===== src/rtl/xrb_pkg.sv =====
package xrb_pkg;
  localparam int unsigned NUM_SIDES = 2;
  localparam int unsigned SIDE_A = 0;
  localparam int unsigned SIDE_B = 1;

  typedef enum logic {
    SRC_LIVE   = 1'b0,
    SRC_STORED = 1'b1
  } src_e;
endpackage


===== src/rtl/xrb_store.sv =====
module xrb_store #(
  parameter int unsigned WIDTH = 8
) (
  input  logic             clk_i,
  input  logic             rst_ni,
  input  logic             load_i,
  input  logic [WIDTH-1:0] d_i,
  output logic [WIDTH-1:0] q_o
);
  always_ff @(posedge clk_i or negedge rst_ni) begin
    if (!rst_ni)     q_o <= '0;
    else if (load_i) q_o <= d_i;
  end

  p_hold_r2: assert property (@(posedge clk_i) disable iff (!rst_ni)
    !load_i |=> $stable(q_o));
  p_load_r3: assert property (@(posedge clk_i) disable iff (!rst_ni)
    load_i |=> q_o == $past(d_i));
endmodule


===== src/rtl/xrb_path.sv =====
module xrb_path #(
  parameter int unsigned WIDTH  = 8,
  parameter bit          OE_LOW = 1'b0
) (
  input  logic             en_i,
  input  logic             sel_i,
  input  logic [WIDTH-1:0] live_i,
  input  logic [WIDTH-1:0] stored_i,
  output logic [WIDTH-1:0] data_o,
  output logic             oe_o
);
  import xrb_pkg::*;

  src_e src;
  assign src    = src_e'(sel_i);
  assign data_o = (src == SRC_STORED) ? stored_i : live_i;

  generate
    if (OE_LOW) begin : g_oe_low
      assign oe_o = ~en_i;
    end else begin : g_oe_high
      assign oe_o = en_i;
    end
  endgenerate
endmodule


===== src/rtl/xrb_guard.sv =====
module xrb_guard (
  input  logic clk_i,
  input  logic rst_ni,
  input  logic oe_a_i,
  input  logic oe_b_i,
  input  logic sel_ab_i,
  input  logic sel_ba_i,
  output logic err_o
);
  assign err_o = oe_a_i && oe_b_i && !sel_ab_i && !sel_ba_i;

  p_err_needs_drive_r10: assert property (@(posedge clk_i) disable iff (!rst_ni)
    err_o |-> (oe_a_i && oe_b_i));
endmodule


===== src/rtl/xrb_top.sv =====
module xrb_top #(
  parameter int unsigned WIDTH = 8
) (
  input  logic             clk_i,
  input  logic             rst_ni,
  input  logic [WIDTH-1:0] a_in_i,
  output logic [WIDTH-1:0] a_out_o,
  output logic             a_oe_o,
  input  logic [WIDTH-1:0] b_in_i,
  output logic [WIDTH-1:0] b_out_o,
  output logic             b_oe_o,
  input  logic             cap_a_i,
  input  logic             cap_b_i,
  input  logic             sel_ab_i,
  input  logic             sel_ba_i,
  input  logic             en_b_i,
  input  logic             en_a_ni,
  output logic             loop_err_o
);
  import xrb_pkg::*;

  // index = side the value belongs to
  logic [NUM_SIDES-1:0][WIDTH-1:0] ext_in, drive, pin, stored;
  logic [NUM_SIDES-1:0]            oe, cap, sel, en;

  assign ext_in[SIDE_A] = a_in_i;
  assign ext_in[SIDE_B] = b_in_i;
  assign cap            = {cap_b_i, cap_a_i};
  // sel/en indexed by source side of the direction
  assign sel            = {sel_ba_i, sel_ab_i};
  assign en             = {en_a_ni, en_b_i};

  genvar s;
  generate
    for (s = 0; s < NUM_SIDES; s++) begin : g_side
      localparam int unsigned DST = NUM_SIDES - 1 - s;

      // own drive wins on driven pins, so capture sees it
      assign pin[s] = oe[s] ? drive[s] : ext_in[s];

      xrb_store #(.WIDTH(WIDTH)) u_store (
        .clk_i  (clk_i),
        .rst_ni (rst_ni),
        .load_i (cap[s]),
        .d_i    (pin[s]),
        .q_o    (stored[s])
      );

      // live path uses the external value only: no loop through own drive
      xrb_path #(.WIDTH(WIDTH), .OE_LOW(s == SIDE_B)) u_path (
        .en_i     (en[s]),
        .sel_i    (sel[s]),
        .live_i   (ext_in[s]),
        .stored_i (stored[s]),
        .data_o   (drive[DST]),
        .oe_o     (oe[DST])
      );
    end
  endgenerate

  xrb_guard u_guard (
    .clk_i    (clk_i),
    .rst_ni   (rst_ni),
    .oe_a_i   (oe[SIDE_A]),
    .oe_b_i   (oe[SIDE_B]),
    .sel_ab_i (sel_ab_i),
    .sel_ba_i (sel_ba_i),
    .err_o    (loop_err_o)
  );

  assign a_out_o = drive[SIDE_A];
  assign a_oe_o  = oe[SIDE_A];
  assign b_out_o = drive[SIDE_B];
  assign b_oe_o  = oe[SIDE_B];

  p_stored_both_r11: assert property (@(posedge clk_i) disable iff (!rst_ni)
    (a_oe_o && b_oe_o && sel_ab_i && sel_ba_i) |->
      (b_out_o == stored[SIDE_A] && a_out_o == stored[SIDE_B]));
  p_copy_a_r9: assert property (@(posedge clk_i) disable iff (!rst_ni)
    (cap_a_i && cap_b_i && b_oe_o && !a_oe_o && !sel_ab_i) |=>
      (stored[SIDE_A] == stored[SIDE_B]));
  p_iso_r7: assert property (@(posedge clk_i) disable iff (!rst_ni)
    (!en_b_i && en_a_ni) |-> (!a_oe_o && !b_oe_o && !loop_err_o));
  p_driven_cap_r8: assert property (@(posedge clk_i) disable iff (!rst_ni)
    (cap_a_i && a_oe_o) |=> stored[SIDE_A] == $past(a_out_o));
endmodule


===== config.mk =====
export PLATFORM = sky130hd
export DESIGN_NAME = xrb_top
export DESIGN_NICKNAME = d
export VERILOG_FILES = /design/src/rtl/xrb_pkg.sv /design/src/rtl/xrb_store.sv /design/src/rtl/xrb_path.sv /design/src/rtl/xrb_guard.sv /design/src/rtl/xrb_top.sv
export SDC_FILE = /design/constraint.sdc
export NUM_CORES = 1
export LEC_CHECK = 0
export BUFFER_PORTS_ARGS = -buffer_cell sky130_fd_sc_hd__buf_4
export CAP_MARGIN = 25
export CORE_ASPECT_RATIO = 0.75
export CORE_MARGIN = 2
export CORE_UTILIZATION = 36
export CTS_BUF_LIST = sky130_fd_sc_hd__clkbuf_4 sky130_fd_sc_hd__clkbuf_8
export CTS_CLUSTER_DIAMETER = 50
export DETAILED_ROUTE_END_ITERATION = 8
export SKIP_LAST_GASP = 1
export SLEW_MARGIN = 20
export SYNTH_ARGS = -nofsm -noshare
export SYNTH_HDL_FRONTEND = slang
export SYNTH_HIERARCHICAL = 1
export SYNTH_SLANG_ARGS = --single-unit

===== constraint.sdc =====
create_clock -name clk_i -period 1.5 [get_ports clk_i]
set_input_delay 0.15 -clock clk_i [delete_from_list [all_inputs] [get_ports clk_i]]
set_output_delay 0.15 -clock clk_i [all_outputs]
set_load 0.01 [all_outputs]

==> results.sh <==
export IMPL_status="complete, no violations"
export IMPL_crit_fanout=2
export IMPL_fin_util_pct=48.0
export IMPL_setup_viol=0
export IMPL_die_area_um2=3850
export IMPL_period_minus_slack_ps=1290
export IMPL_rows=18
export IMPL_crit_required_ps=1630
export IMPL_drtIter0Drc=5
export IMPL_dp_slack_ps=168
export IMPL_die_y_um=54.3
export IMPL_finalMaxSlewViolations=0
export IMPL_syn_area_um2=1210
export IMPL_cts_root_buf="clkbuf_8"
export IMPL_cts_buffers=3
export IMPL_cp_end_kind="flop"
export IMPL_p_per_area_nw_per_um2=904
export IMPL_finalWorstSetupSlack_ps=209
export IMPL_holdWs_ps=266
export IMPL_regMostFlops="g_side.u_store/q_o"
export IMPL_synth_nets=97
export IMPL_maxSlewHeadroom_pct=85.4
export IMPL_syn_inst=73
export IMPL_hold_viol=0
export IMPL_postCtsResizedCells=0
export IMPL_startpoint_type="flop"
export IMPL_peakVddDrop_mv=0.313
export IMPL_skew_ps=1.66
export IMPL_ctsLongestPathBuffers=2
export IMPL_pin_count=43
export IMPL_reg_top3="g_side.u_store/q_o (16)"
export IMPL_synth_seq_cells=16
export IMPL_n_antenna_cell=0
export IMPL_ys_warn_count=6
export IMPL_coreArea_um2=3270
export IMPL_max_cap_viol_count=0
export IMPL_worstMarginPinSlew_ps=220
export IMPL_dr_pass1_iters=3
export IMPL_antenna_found_initial=0
export IMPL_viasPerCell=4.90
export IMPL_min_period_over_period_pct=86.0
export IMPL_dp_hpwl_mm=1.88
export IMPL_ys_seq_area_share_pct=33.0
export IMPL_cts_tree="yes"
export IMPL_grt_pass1_vias=816
export IMPL_largest_reg_flops=16
export IMPL_grt_max_degree=17
export IMPL_cts_sinks=16
export IMPL_post_route_drc_count=0
export IMPL_crit_arrival_ps=1420
export IMPL_finalSetupTns_ps=0
export IMPL_criticalPathCategory="reg -> reg"
export IMPL_place_congestion=0.679
export IMPL_fmax_mhz=775
export IMPL_overflow=0
export IMPL_synth_area_per_cell_um2=16.6
export IMPL_fp_dieW_um=71.0
export IMPL_clk_pin_slew_ps=60
export IMPL_port_buffers=42
export IMPL_area_growth_pct=29.4
export IMPL_route_vias_total=754
export IMPL_fillers=290
export IMPL_clock_latency_ps=250
export IMPL_htreeDepth=1
export IMPL_detail_route_antenna_nets=0
export IMPL_power_leakage_uw=0.000829
export IMPL_drive_above_1_share_pct=84.2
export IMPL_yosysUniqueCellTypes=6
export IMPL_rsz0062_at_grt="no"
export IMPL_track_usage_pct=14.8
export IMPL_hold_class="in -> reg"
export IMPL_start_util_pct=37.1
export IMPL_wl_mm=2.59
export IMPL_nets=140
export IMPL_grt_pass1_wl_mm=4.11
export IMPL_routedWlPerCell_um=16.8
==> metal layers <==
layer / vias up / wire, µm / GRT usage, %
met1: 371 / 1240 / 19.1
met3: 5 / 208 / 4.05
met5: - / 0 / 0
met2: 35 / 1110 / 24.1
met4: 0 / 36 / 5.66
li1: 343 / - / -
==> where the power goes <==
part | internal (µW) | leakage (µW) | switching, µW | total (µW)
Sequential | 503 | 0.000188 | 43.8 | 547
Clock | 178 | 0.0000216 | 139 | 317
Combinational | 371 | 0.000620 | 183 | 554
==> logic make-up after synthesis <==
family / synth area share (%)
simple gates: 1.03
mux: 59.4
buf+inv: 6.50
flops: 33.0
==> Yosys cell counts <==
cell	number	share of area (%)
buf_6	6	5.6
mux2_4	48	59
and4bb_2	1	1.0
buf_4	1	0.62
inv_1	1	0.31
dfrtp_1	16	33
==> placed cells by master (no fill, tap or decap) <==
cell type	n
mux2_4	48
clkbuf_8	3
and4bb_2	1
buf_4	44
dlygate4sd3_1	1
dfrtp_1	16
inv_1	1
==> per-stage QoR <==
stage	power, µW	cells	instance area [µm²]
after floorplan	922	73	1210
after global placement	1100	150	1520
after detailed placement	1110	150	1520
after CTS	1440	154	1570
after global routing	1490	154	1570
final	1420	154	1570
==> final timing paths <==
kind | endpoint | slack (ps) | startpoint | cells after the start
max reg2reg | g_side[1].u_store/q_o[2]$_DFFE_PN0P_ | 210 | g_side[0].u_store/q_o[2]$_DFFE_PN0P_ | 3
min | g_side[0].u_store/q_o[4]$_DFFE_PN0P_ | 270 | a_in_i[4] | 3
min in group asynchronous | g_side[0].u_store/q_o[3]$_DFFE_PN0P_ | 300 | rst_ni | 2
max in group asynchronous | g_side[0].u_store/q_o[6]$_DFFE_PN0P_ | 1010 | rst_ni | 2
min reg2reg | g_side[0].u_store/q_o[7]$_DFFE_PN0P_ | 510 | g_side[0].u_store/q_o[7]$_DFFE_PN0P_ | 1
max | g_side[1].u_store/q_o[2]$_DFFE_PN0P_ | 210 | g_side[0].u_store/q_o[2]$_DFFE_PN0P_ | 3
==> worst max-delay path, cell delays in order, from the launching register on <==
cell and delay [ps]:
dfrtp_1 390, mux2_4 270, mux2_4 260, mux2_4 250
==> layout make-up <==
class	count	area (µm²)	share of cell area (%)
multi-input combinational	49	733	46.7
sequential	16	400	25.5
timing repair buffer	45	340	21.7
tap	40	50.0	3.19
clock buffer	3	41.3	2.63
inverter	1	3.75	0.239
==> timing repair <==
action / 4_1_cts / 5_1_grt
setup buffers: 0 / 0
endpoints found under the hold margin: 16 / 0
hold buffers: 1 / 0
No activity file was read; power rests on OpenSTA's default activity.
